File: src/rtl/frame_crc_pkg.sv
package frame_crc_pkg;
  localparam int CRC_W = 16;
  localparam logic [CRC_W-1:0] CRC_POLY = 16'h8005;
  localparam int IR_W = 10;
  localparam logic [IR_W-1:0] INJ_IR_CODE = 10'h015;
  localparam int INJ_W = 21;

  // Active part of the injection setting; the reserved bits [20:13] are not kept.
  typedef struct packed {
    logic       en;
    logic [3:0] pos;
    logic [7:0] idx;
  } inj_t;

  localparam int INJ_ACT_W = $bits(inj_t);

  function automatic logic [CRC_W-1:0] crc16_word(input logic [CRC_W-1:0] seed,
                                                  input logic [CRC_W-1:0] word);
    logic [CRC_W-1:0] c;
    c = seed;
    for (int i = CRC_W - 1; i >= 0; i--) begin
      if (c[CRC_W-1] ^ word[i]) c = {c[CRC_W-2:0], 1'b0} ^ CRC_POLY;
      else                      c = {c[CRC_W-2:0], 1'b0};
    end
    return c;
  endfunction
endpackage

File: src/rtl/fcs_frame_seq.sv
module fcs_frame_seq #(
  parameter int NUM_FRAMES      = 4,
  parameter int WORDS_PER_FRAME = 4,
  parameter int FRM_W           = 2,
  parameter int WRD_W           = 2,
  parameter int AW              = 4
) (
  input  logic             clk,
  input  logic             rst_n,
  input  logic             en,
  output logic [AW-1:0]    fm_addr,
  output logic [FRM_W-1:0] frame_idx,
  output logic             word_first,
  output logic             word_last
);
  logic [WRD_W-1:0] word_q, word_d;
  logic [FRM_W-1:0] frame_q, frame_d;
  logic             frame_last;

  always_comb begin
    word_last  = (word_q == WRD_W'(WORDS_PER_FRAME - 1));
    word_first = (word_q == '0);
    frame_last = (frame_q == FRM_W'(NUM_FRAMES - 1));
    word_d     = word_q;
    frame_d    = frame_q;
    if (en) begin
      if (word_last) begin
        word_d  = '0;
        frame_d = frame_last ? '0 : frame_q + 1'b1;
      end else begin
        word_d = word_q + 1'b1;
      end
    end
    fm_addr   = AW'(frame_q) * AW'(WORDS_PER_FRAME) + AW'(word_q);
    frame_idx = frame_q;
  end

  always_ff @(posedge clk or negedge rst_n) begin
    if (!rst_n) begin
      word_q  <= '0;
      frame_q <= '0;
    end else if (en) begin
      word_q  <= word_d;
      frame_q <= frame_d;
    end
  end

  AST_ADDR_STEP: assert property (@(posedge clk) disable iff (!rst_n)
    (en && !(word_last && frame_last)) |=> (fm_addr == $past(fm_addr) + AW'(1)));
  AST_ADDR_WRAP: assert property (@(posedge clk) disable iff (!rst_n)
    (en && word_last && frame_last) |=> (fm_addr == '0));
  AST_PAUSE_HOLD: assert property (@(posedge clk) disable iff (!rst_n)
    (!en) |=> $stable(fm_addr));
endmodule

File: src/rtl/fcs_inject_tap.sv
module fcs_inject_tap
  import frame_crc_pkg::*;
(
  input  logic            clk,
  input  logic            rst_n,
  input  logic            user_mode,
  input  logic            ir_load,
  input  logic [IR_W-1:0] ir_code,
  input  logic            shift,
  input  logic            tdi,
  input  logic            update,
  output logic            tdo,
  output inj_t            inj
);
  logic [IR_W-1:0]  ir_q, ir_d;
  logic [INJ_W-1:0] sh_q, sh_d;
  inj_t             act_q, act_d;
  logic             dr_sel;

  always_comb begin
    dr_sel = user_mode && (ir_q == INJ_IR_CODE);
    ir_d   = ir_load ? ir_code : ir_q;
    sh_d   = (dr_sel && shift) ? {tdi, sh_q[INJ_W-1:1]} : sh_q;
    act_d  = (dr_sel && update) ? inj_t'(sh_q[INJ_ACT_W-1:0]) : act_q;
  end

  always_ff @(posedge clk or negedge rst_n) begin
    if (!rst_n) begin
      ir_q  <= '0;
      sh_q  <= '0;
      act_q <= '0;
    end else begin
      ir_q  <= ir_d;
      sh_q  <= sh_d;
      act_q <= act_d;
    end
  end

  assign tdo = sh_q[0];
  assign inj = act_q;

  AST_FROZEN_OUTSIDE_USER: assert property (@(posedge clk) disable iff (!rst_n)
    (!user_mode) |=> ($stable(sh_q) && $stable(act_q)));
  AST_SHIFT_ENTRY: assert property (@(posedge clk) disable iff (!rst_n)
    (user_mode && (ir_q == INJ_IR_CODE) && shift) |=> (sh_q[INJ_W-1] == $past(tdi)));
endmodule

File: src/rtl/fcs_crc_cmp.sv
module fcs_crc_cmp
  import frame_crc_pkg::*;
#(
  parameter int FRM_W           = 2,
  parameter int WORDS_PER_FRAME = 4
) (
  input  logic             clk,
  input  logic             rst_n,
  input  logic             en,
  input  logic             word_first,
  input  logic             word_last,
  input  logic [CRC_W-1:0] data,
  input  logic [CRC_W-1:0] sig,
  input  logic [FRM_W-1:0] frame_idx,
  input  inj_t             inj,
  output logic             frame_done,
  output logic             crc_err
);
  logic [CRC_W-1:0] crc_q, crc_d, crc_base, crc_calc, flip_mask;
  logic             done_q, done_d, err_q, err_d, mismatch;

  always_comb begin
    crc_base  = word_first ? '0 : crc_q;
    crc_calc  = crc16_word(crc_base, data);
    flip_mask = (inj.en && (inj.idx == 8'(frame_idx))) ? (CRC_W'(1) << inj.pos) : '0;
    mismatch  = ((crc_calc ^ flip_mask) != sig);
    crc_d     = en ? crc_calc : crc_q;
    done_d    = en && word_last;
    err_d     = (en && word_last) ? mismatch : err_q;
  end

  always_ff @(posedge clk or negedge rst_n) begin
    if (!rst_n) begin
      crc_q  <= '0;
      done_q <= 1'b0;
      err_q  <= 1'b0;
    end else begin
      if (en) crc_q <= crc_d;
      done_q <= done_d;
      err_q  <= err_d;
    end
  end

  assign frame_done = done_q;
  assign crc_err    = err_q;

  AST_ERR_HOLD: assert property (@(posedge clk) disable iff (!rst_n)
    !(en && word_last) |=> $stable(crc_err));

  generate
    if (WORDS_PER_FRAME > 1) begin : g_pulse
      AST_DONE_SINGLE: assert property (@(posedge clk) disable iff (!rst_n)
        frame_done |=> !frame_done);
    end
  endgenerate
endmodule

File: src/rtl/frame_crc_scan.sv
module frame_crc_scan
  import frame_crc_pkg::*;
#(
  parameter int NUM_FRAMES      = 4,
  parameter int WORDS_PER_FRAME = 4,
  localparam int FRM_W = (NUM_FRAMES > 1) ? $clog2(NUM_FRAMES) : 1,
  localparam int WRD_W = (WORDS_PER_FRAME > 1) ? $clog2(WORDS_PER_FRAME) : 1,
  localparam int AW    = (NUM_FRAMES * WORDS_PER_FRAME > 1) ?
                         $clog2(NUM_FRAMES * WORDS_PER_FRAME) : 1
) (
  input  logic             clk,
  input  logic             rst_n,
  input  logic             user_mode,
  output logic [AW-1:0]    fm_addr,
  input  logic [15:0]      fm_data,
  output logic [FRM_W-1:0] sig_addr,
  input  logic [15:0]      sig_data,
  input  logic             tap_ir_load,
  input  logic [9:0]       tap_ir_code,
  input  logic             tap_shift,
  input  logic             tap_tdi,
  input  logic             tap_update,
  output logic             tap_tdo,
  output logic             frame_done,
  output logic             crc_err
);
  logic [FRM_W-1:0] frame_idx;
  logic             word_first, word_last;
  inj_t             inj;

  fcs_frame_seq #(
    .NUM_FRAMES(NUM_FRAMES), .WORDS_PER_FRAME(WORDS_PER_FRAME),
    .FRM_W(FRM_W), .WRD_W(WRD_W), .AW(AW)
  ) u_seq (
    .clk(clk), .rst_n(rst_n), .en(user_mode), .fm_addr(fm_addr),
    .frame_idx(frame_idx), .word_first(word_first), .word_last(word_last)
  );

  fcs_inject_tap u_tap (
    .clk(clk), .rst_n(rst_n), .user_mode(user_mode), .ir_load(tap_ir_load),
    .ir_code(tap_ir_code), .shift(tap_shift), .tdi(tap_tdi), .update(tap_update),
    .tdo(tap_tdo), .inj(inj)
  );

  fcs_crc_cmp #(.FRM_W(FRM_W), .WORDS_PER_FRAME(WORDS_PER_FRAME)) u_cmp (
    .clk(clk), .rst_n(rst_n), .en(user_mode), .word_first(word_first),
    .word_last(word_last), .data(fm_data), .sig(sig_data), .frame_idx(frame_idx),
    .inj(inj), .frame_done(frame_done), .crc_err(crc_err)
  );

  assign sig_addr = frame_idx;
endmodule

File: config.mk
export PLATFORM = sky130hd
export DESIGN_NAME = frame_crc_scan
export DESIGN_NICKNAME = d
export VERILOG_FILES = /design/src/rtl/frame_crc_pkg.sv /design/src/rtl/fcs_frame_seq.sv /design/src/rtl/fcs_inject_tap.sv /design/src/rtl/fcs_crc_cmp.sv /design/src/rtl/frame_crc_scan.sv
export SDC_FILE = /design/constraint.sdc
export NUM_CORES = 1
export LEC_CHECK = 0
export ABC_AREA = 1
export BUFFER_PORTS_ARGS = -buffer_cell sky130_fd_sc_hd__buf_2
export CAP_MARGIN = 20
export CORE_ASPECT_RATIO = 0.9
export CORE_UTILIZATION = 30
export DETAILED_ROUTE_END_ITERATION = 10
export SKIP_CTS_REPAIR_TIMING = 1
export SYNTH_ARGS = -nofsm -noshare
export SYNTH_HDL_FRONTEND = slang
export SYNTH_SLANG_ARGS = --single-unit
File: constraint.sdc
create_clock -name clk -period 3.75 [get_ports clk]
set_clock_uncertainty 0.1 [all_clocks]
set_input_delay 0.75 -clock clk [delete_from_list [all_inputs] [get_ports clk]]
set_output_delay 0.75 -clock clk [all_outputs]
set_load 0.02 [all_outputs]
==> flow_summary.toml <==
[status]
status = "complete, but fails checks"
violations = "negative setup slack"

[synthesis]
yosys.area.top_type = "dfrtp_1"
yosys_warnings = 0
yosys-top-cells-area = "dfrtp_1 39%, nand2_1 12%, nand3_1 6.7%"
syn-num-nets = 593
yosys.area_share.simple_pct = 33.4
synth_cell_types = 29
synthMuxAreaShare_pct = 4.30
synth_area_sq_um = 4190
syn_avg_cell_area_sq_um = 7.74
synthCells = 541
synth_top_family_by_area = "simple AND/OR/NAND/NOR gates"
synth-seq-cells = 66
ys_seq_area_share_pct = 39.5
synth_top_area_share_pct = 39.5
synth_xor_area_share_pct = 7.68
synth_compound_area_share_pct = 6.22
synth_adder_area_share_pct = 0.897

[place]
dp_slack_ns = -0.254
gp_congestion = 0.847
dp_cells = 792
io_buffers = 57
hpwl_um = 7730

[final_layout]
num-fill-cells = 1336
stdcell_count = 817
syn_to_final_growth_pct = 36.3
utilization_pct = 42.4
diodes = 0
drive_above_1_share_pct = 33.0
final_nets = 696

[global_routing]
grt_start_max_net_pins = 41
overflow = 0
grt_pass1_wl_um = 16900
antenna_found_initial = 0
grtUsageTotal_pct = 15.1
grt_pass1_vias = 3701

[cts]
clockBufferDepth = 2
cts_tree = "done"
clk_pin_slew_ns = 0.06
clkLatencyLatePin_ns = 0.33
htree_num_levels = 3
clock_sinks = 66
clockRootBuffer = "clkbuf_16"
cts_buffers = 9

[power_and_ir_drop]
leakagePower_nw = 2.83
finalPower_mw = 6.11
peakVddDrop_v = 0.000367
powerDensity_nw_per_um2 = 1070

[critical_path]
path_common_cell = "nand2_4"
critPathKind = "flop to flop"
cp-end-kind = "flop"
critPathLaunchType = "flop"
cp.arrival_ns = 3.91
cp_slowest_stage_delay_ns = 0.39
cp_data_required_time_ns = 3.85
critPathMaxFanout = 6
slowest_stage = "dfrtp_1"

[sta]
setup_ws_ns = -0.0639
tightestPinTransition_ns = 0.890
min_period_over_period_pct = 102
hold_viol = 0
fmax_ghz = 0.262
relSlewSlack_pct = 40.6
fin_hold_ws_ns = 0.375
setup_viol = 2
slew_violations = 0
rsz0062_at_grt = "yes"
period_needed_ns = 3.81

[job]
maxCapViolations = 0

[floorplan]
die_y_um = 114
initial_core_util_pct = 31.1
dieArea_sq_um = 14400
core_sq_um = 13500
ios = 58
rows = 40
die_x_um = 127

[routing]
vias = 3789
wl_per_cell_um = 12.8
drtPass1Iterations = 4
wl_um = 10400
vias_per_cell = 4.64
drt_iter0_drc = 229
drc_errors = 0
ant_nets = 0

[hold_path]
hp-class = "flop to flop"
-- state kept, by name, indices dropped and copies added (netlist names) --
signal and cells:
u_seq.frame_idx 2, u_cmp.crc_q 16, u_seq.word_q 2, u_tap.inj 13, u_tap.sh_q 21, u_cmp.crc_err 1, u_cmp.frame_done 1, u_tap.ir_q 10
-- critical path, delay by kind of cell, from the launching register on --
kind            cells  cell delay (ns)
compound gates      1             0.07
buf+inv             4             0.30
xor+xnor            1             0.18
simple gates       28             2.41
flops               1             0.39
fa+ha+maj           1             0.19
-- synth_stat cells (all sizes together) --
cell,instances
o21a,1
ha,3
inv,74
nor2,32
xor3,1
clkbuf,11
xnor2,11
a31oi,4
or2,2
nand2,156
xor2,23
dfrtp,66
nand3b,6
nand4,2
o21ai,42
o21bai,1
nand3,72
buf,2
and2,4
nor3,10
mux2,16
a21oi,2
-- cell usage in the layout, fill, tap and decap left out, drive strengths merged --
| cell | instances |
|---|---|
| nand3 | 72 |
| ha | 3 |
| nor2 | 32 |
| a31oi | 4 |
| xor3 | 1 |
| xor2 | 23 |
| clkbuf | 11 |
| nand2 | 156 |
| and2 | 4 |
| or2 | 2 |
| o21a | 1 |
| xnor2 | 11 |
| inv | 76 |
| bufinv | 2 |
| o21ai | 42 |
| nand3b | 6 |
| nand4 | 2 |
| o21bai | 1 |
| buf | 104 |
| a21oi | 2 |
| clkinv | 1 |
| clkinvlp | 1 |
| dfrtp | 66 |
| mux2 | 16 |
| nor3 | 10 |
-- stage by stage --
step	instance area [sq um]	setup TNS [ns]
floorplan	4190	0
global placement	4920	-0.0466
detailed placement	4920	-0.617
CTS	5250	-0.515
global route	5700	-1.09
finish	5700	-0.0995
-- path summary, 6_finish.rpt --
kind / startpoint / end / slack, ns / cells after the start
worst max-delay path: u_seq.word_q[1] / u_cmp.crc_q[2] / -0.06 / 35
worst min-delay path: u_tap.inj[4] / u_tap.inj[4] / 0.37 / 2
worst max register to register: u_seq.word_q[1] / u_cmp.crc_q[2] / -0.06 / 35
worst min register to register: u_tap.inj[4] / u_tap.inj[4] / 0.37 / 2
max in group asynchronous: rst_n / u_cmp.crc_q[3] / 2.34 / 2
min in group asynchronous: rst_n / u_tap.sh_q[10] / 0.44 / 1
-- layer usage --
metal  up-vias  global-route usage, %  wire [um]
li1       1930                      -          -
met1      1772                   18.4       4630
met2        73                   25.8       5210
met3        14                   3.60        413
met4         0                   5.54        191
met5         -                      0          0
-- layout make-up --
class | count | area (sq um) | area share [%]
Inverter | 74 | 290 | 5.09
Sequential cell | 66 | 1650 | 29.0
Clock inverter | 5 | 85.1 | 1.49
Timing Repair Buffer | 104 | 638 | 11.2
Clock buffer | 11 | 243 | 4.26
Tap cell | 168 | 210 | 3.69
Multi-Input combinational cell | 388 | 2580 | 45.2
Timing Repair inverter | 1 | 6.26 | 0.110
-- kinds of logic (layout without fill, tap and decap cells) --
kind of cell    count (synthesis)  in the layout
compound gates                 50             50
xor+xnor                       35             35
fa+ha+maj                       3              3
buf+inv                        87            195
flops                          66             66
mux                            16             16
simple gates                  284            284
-- report_power, final --
group	switching, mW	total (mW)	internal, mW
sequential	0.0820	0.927	0.845
combinational	2.49	4.26	1.77
clock	0.319	0.923	0.603
Power figures use the tool's default switching activity.
